$ cat config.mk
export PLATFORM = sky130hd
export DESIGN_NAME = csc3x3
export DESIGN_NICKNAME = d
export VERILOG_FILES = /design/src/rtl/csc3x3.sv
export SDC_FILE = /design/constraint.sdc
export NUM_CORES = 2
export LEC_CHECK = 0
export ABC_CLOCK_PERIOD_IN_PS = 6740
export BUFFER_PORTS_ARGS = -buffer_cell sky130_fd_sc_hd__buf_2
export CORE_MARGIN = 2
export CORE_UTILIZATION = 31
export DETAILED_ROUTE_END_ITERATION = 12
export PLACE_DENSITY = 0.49
export REMOVE_ABC_BUFFERS = 1
export SKIP_LAST_GASP = 1
export SYNTH_ARGS = -nofsm -noshare
export SYNTH_HDL_FRONTEND = slang
export SYNTH_SLANG_ARGS = --single-unit
$ cat constraint.sdc
create_clock -name clk -period 6.74 [get_ports clk]
set_input_delay 2.022 -clock clk [delete_from_list [all_inputs] [get_ports clk]]
set_output_delay 2.022 -clock clk [all_outputs]
set_load 0.01 [all_outputs]
$ cat src/rtl/csc3x3.sv
module csc3x3 #(
  parameter int DW  = 10,
  parameter int IW  = 6,
  parameter int FW  = 10,
  parameter int OFW = 8
) (
  input  logic           clk,
  input  logic           rst_n,
  input  logic           coef_we,
  input  logic [3:0]     coef_sel,
  input  logic [IW-1:0]  coef_int,
  input  logic [FW-1:0]  coef_frac,
  input  logic           ofs_we,
  input  logic [1:0]     ofs_sel,
  input  logic [OFW-1:0] ofs_val,
  input  logic           bypass,
  input  logic           sat_en,
  input  logic           in_valid,
  input  logic [DW-1:0]  in_r,
  input  logic [DW-1:0]  in_g,
  input  logic [DW-1:0]  in_b,
  output logic           out_valid,
  output logic [DW-1:0]  out_c1,
  output logic [DW-1:0]  out_c2,
  output logic [DW-1:0]  out_c3
);
  localparam int CW   = IW + FW;
  localparam int PW   = CW + DW + 1;
  localparam int SW   = PW + 2;
  localparam int HALF = 1 << (FW - 1);
  localparam int MAXV = (1 << DW) - 1;

  logic [IW-1:0]        cint_q  [9];
  logic [FW-1:0]        cfrac_q [9];
  logic [OFW-1:0]       ofs_q   [3];
  logic [DW-1:0]        pin     [3];
  logic signed [PW-1:0] prod_q  [9];
  logic [DW-1:0]        p1_q    [3];
  logic [DW-1:0]        p2_q    [3];
  logic signed [SW-1:0] acc_d   [3];
  logic signed [SW-1:0] acc_q   [3];
  logic [DW-1:0]        res_d   [3];
  logic [DW-1:0]        res_q   [3];
  logic [2:0]           v_q;
  logic [1:0]           byp_q, sat_q;

  function automatic logic signed [CW-1:0] coef_val(input logic [IW-1:0] ip,
                                                    input logic [FW-1:0] fp);
    logic signed [CW-1:0] m;
    m = $signed({1'b0, ip[IW-2:0], fp});
    return ip[IW-1] ? -m : m;
  endfunction

  assign pin[0] = in_r;
  assign pin[1] = in_g;
  assign pin[2] = in_b;

  always_ff @(posedge clk or negedge rst_n) begin
    if (!rst_n) begin
      for (int k = 0; k < 9; k++) begin
        cint_q[k]  <= '0;
        cfrac_q[k] <= '0;
      end
      for (int o = 0; o < 3; o++) ofs_q[o] <= '0;
    end else begin
      if (coef_we && coef_sel < 4'd9) begin
        cint_q[coef_sel]  <= coef_int;
        cfrac_q[coef_sel] <= coef_frac;
      end
      if (ofs_we && ofs_sel < 2'd3) ofs_q[ofs_sel] <= ofs_val;
    end
  end

  always_ff @(posedge clk or negedge rst_n) begin
    if (!rst_n) begin
      for (int k = 0; k < 9; k++) prod_q[k] <= '0;
      for (int o = 0; o < 3; o++) begin
        p1_q[o]  <= '0;
        p2_q[o]  <= '0;
        acc_q[o] <= '0;
        res_q[o] <= '0;
      end
      v_q   <= '0;
      byp_q <= '0;
      sat_q <= '0;
    end else begin
      for (int k = 0; k < 9; k++)
        prod_q[k] <= PW'(coef_val(cint_q[k], cfrac_q[k])) *
                     PW'($signed({1'b0, pin[k % 3]}));
      for (int o = 0; o < 3; o++) begin
        p1_q[o]  <= pin[o];
        p2_q[o]  <= p1_q[o];
        acc_q[o] <= acc_d[o];
        res_q[o] <= res_d[o];
      end
      v_q   <= {v_q[1:0], in_valid};
      byp_q <= {byp_q[0], bypass};
      sat_q <= {sat_q[0], sat_en};
    end
  end

  always_comb begin
    for (int o = 0; o < 3; o++) begin
      acc_d[o] = SW'(prod_q[3*o]) + SW'(prod_q[3*o+1]) + SW'(prod_q[3*o+2]) + SW'(HALF);
      acc_d[o] = (acc_d[o] >>> FW) + $signed(SW'({ofs_q[o], 2'b00}));
    end
  end

  always_comb begin
    for (int o = 0; o < 3; o++) begin
      if (byp_q[1])
        res_d[o] = p2_q[(o + 1) % 3];
      else if (sat_q[1] && acc_q[o][SW-1])
        res_d[o] = '0;
      else if (sat_q[1] && acc_q[o] > $signed(SW'(MAXV)))
        res_d[o] = DW'(MAXV);
      else
        res_d[o] = acc_q[o][DW-1:0];
    end
  end

  assign out_valid = v_q[2];
  assign out_c1    = res_q[0];
  assign out_c2    = res_q[1];
  assign out_c3    = res_q[2];
endmodule

==> results.md <==
* Outcome: complete, but fails checks
* Failing checks: negative setup slack
* Number of global-route vias before repair at between 60000 and 70000
* Clock-pin slew on the worst setup and hold paths at ~0.06 ns
* Critical Path Max Stage Delay at between 0.5 and 0.6 ns
* Hold_ws at approximately 0.35 ns
* DR vias/cell at 4.57
* I/O Buffers at 97
* Crit. End Element: flop
* Number of max-cap violations at 0
* GRT overflow at 0
* Slew Limit Fails at 0
* Fin Clk Skew at approximately 0.037 ns
* Post-route DRC at 0
* Syn. warnings at 0
* Netlist Area Pre-Place at ~80000 µm²
* Initial DRC Count at ~3200
* HPWL Detailed at 194000 µm
* Share of cells above drive strength 1 at 0.219
* Post-layout util at 0.388
* Starting density of the core at 0.311
* Arrival time at the worst endpoint at about 7.5 ns
* First-pass detailed-route iteration total at 5
* H-tree depth at 3
* CTS Buffer Depth at 3
* GR Util All Layers at 0.185
* Post-synth ARST share at 1.00
* Minimum clock period after layout at between 6 and 7 ns
* Routability cong. at between 0.8 and 0.9
* Least-Margin Pin Slew at around 1.2 ns
* Skew-Pair Late Insertion Delay at about 0.70 ns
* Area delta synth->final at 24.7%
* Final #Nets at between 10000 and 15000
* Core area at around 260000 µm²
* Setup Viol. Count Final at 9
* Die area at between 200000 and 300000 µm²
* CTS buffer count at 73
* # rows at between 150 and 200
* Setup slack after layout at -0.148 ns
* Fin. Hold Viols at 0
* Clock sinks at 568
* Post-Syn Instances at around 8300
* Critical path class: flop to flop
* Crit-path max FO at 4
* F_max at around 150 MHz
* Top FF cell, synth: dfrtp_1
* ANT nets after route at 0
* Synth unique cells at 85
* CTS tree: yes
* First-pass GRT wire length at about 380000 µm
* FF+latch count, synth at 568
* WL per Instance at approximately 18 µm
* Post-synthesis area per instance at roughly 9.7 µm²
* Slowest CP cell: fa_2
* Number of antenna violations at the first check in global routing at 27
* Worst min-delay path category: flop to flop
* Slew HR at 0.230
* Post-synth EDFFs at 0
* Drt total wl at ~240000 µm
* DIE WIDTH at 512 µm
* Clk root buf: clkbuf_16
* Setup crit start kind: flop
* Final worst path period share at 1.02
* Seq/Total Area, Yosys at 0.178
* Io pins at just under 100
* Total number of vias at 59120
* Largest net degree at the start of global routing at about 130
* RSZ-0062 raised after global routing: yes
* Req. time, crit path at between 7 and 8 ns
* Die height at just over 500 µm
==> synthesized netlist by cell type (7+ instances only) <==
library cell	number	area [µm²]
a211o_1	9	78.8
a211oi_1	24	180
a21boi_0	22	165
a21o_1	50	375
a21oi_1	178	891
a31o_2	8	70.1
a31oi_1	14	87.6
and2_1	671	4200
and3_1	23	144
clkbuf_1	197	739
dfrtp_1	568	14200
fa_1	1386	27700
ha_1	738	9230
inv_1	1847	6930
mux2_2	157	1770
nand2_1	1021	3830
nand2b_1	42	263
nand3_1	57	285
nand3b_1	7	52.6
nand4_1	10	62.6
nor2_1	196	736
nor2b_1	41	257
nor3_1	68	340
nor4_1	17	106
o211ai_1	11	82.6
o21a_1	29	218
o21ai_0	171	856
o21ai_1	22	110
o21bai_1	22	165
o31a_1	12	105
o31ai_1	36	270
o41ai_1	17	149
or2_2	15	93.8
or3_1	35	219
or4_1	14	105
xnor2_1	341	2990
xor2_1	89	780
==> registers in the layout, summed over array words and instances, names as in the netlist <==
signal / flops
p1_q: 30
v_q: 3
acc_q: 60
out_c1: 10
out_c2: 10
p2_q: 30
cfrac_q: 90
sat_q: 2
prod_q: 243
ofs_q: 24
cint_q: 54
byp_q: 2
out_c3: 10
==> cell usage in the layout (no fill, tap or decap), drive strengths merged, types with 51 or more instances in the layout <==
| cell type | netlist | final |
|---|---|---|
| o21ai | 194 | 194 |
| and2 | 672 | 672 |
| fa | 1386 | 1386 |
| nor3 | 69 | 69 |
| dfrtp | 568 | 568 |
| mux2 | 157 | 157 |
| ha | 738 | 738 |
| buf | 3 | 1339 |
| a21o | 51 | 51 |
| inv | 1847 | 1855 |
| xor2 | 90 | 90 |
| xnor2 | 341 | 341 |
| nand2 | 1021 | 1021 |
| a21oi | 180 | 180 |
| nor2 | 196 | 196 |
| nand3 | 57 | 57 |
| clkbuf | 197 | 102 |
==> layout make-up <==
| type | instances | area, µm² |
|---|---|---|
| Clock buffer | 93 | 2050 |
| Timing Repair Buffer | 1349 | 11100 |
| Multi-Input combinational cell | 5654 | 60600 |
| Clock inverter | 39 | 583 |
| Tap cell | 3384 | 4230 |
| Fill cell | 25435 | 157000 |
| Inverter | 1847 | 6930 |
| Antenna cell | 8 | 20.0 |
| Sequential cell | 568 | 14200 |
==> per-stage QoR <==
stage / TNS (ns) / setup slack, ns / instances / instance area, µm²
2_1_floorplan: -4.31 / -0.735 / 8069 / 79200
3_3_place_gp: -82.43 / -1.29 / 12660 / 92700
3_5_place_dp: -85.14 / -1.34 / 12660 / 92700
4_1_cts: -0.909 / -0.238 / 12854 / 97300
5_1_grt: -4.86 / -0.421 / 12934 / 99700
6_report: -0.703 / -0.148 / 12942 / 99700
==> critical path: cells and delay by family (launching register included) <==
family	cells	cell delay [ns]
and+or+nand+nor	6	1.75
AOI/OAI and AO/OA	7	1.32
xor gates and xnor gates	1	0.17
DFF	1	0.38
adders and majority gates	6	2.57
buffers and inverters	6	0.57
==> cells by family after synthesis <==
group,Yosys count,share of synthesized area
flip-flops,568,0.178
AND/OR/NAND/NOR,2245,0.137
XOR/XNOR,431,0.0473
adder cells (fa/ha/maj),2125,0.463
AO/OA/AOI/OAI,693,0.0562
buffers and inverters,2048,0.0964
multiplexers,160,0.0225
==> layer usage <==
| layer | track usage | up-vias | share of wire |
|---|---|---|---|
| li1 | - | 27615 | - |
| met1 | 0.257 | 30226 | 0.45 |
| met2 | 0.308 | 1038 | 0.47 |
| met3 | 0.0192 | 237 | 0.043 |
| met4 | 0.0490 | 4 | 0.029 |
| met5 | 0 | - | 0.00011 |
==> worst paths after layout <==
kind / slack, ns / endpoint / from / cells past startpoint
setup / recovery: -0.15 / prod_q[185] / cfrac_q[65] / 26
hold / removal: 0.35 / sat_q[1] / sat_q[0] / 0
setup reg to reg: -0.15 / prod_q[185] / cfrac_q[65] / 26
hold reg to reg: 0.35 / sat_q[1] / sat_q[0] / 0
max in group asynchronous: 4.00 / p2_q[16] / rst_n / 2
min in group asynchronous: 1.29 / v_q[0] / rst_n / 1
==> what timing repair did <==
action	CTS	global route
hold buffers	0	0
buffers inserted	66	82
pin swaps	168	235
cloned	1	8
resized for setup	333	363
endpoints found under the setup margin	63	68
Power is not shown: default switching activity piles up to over one toggle a cycle in this logic, so the estimate is an artifact.
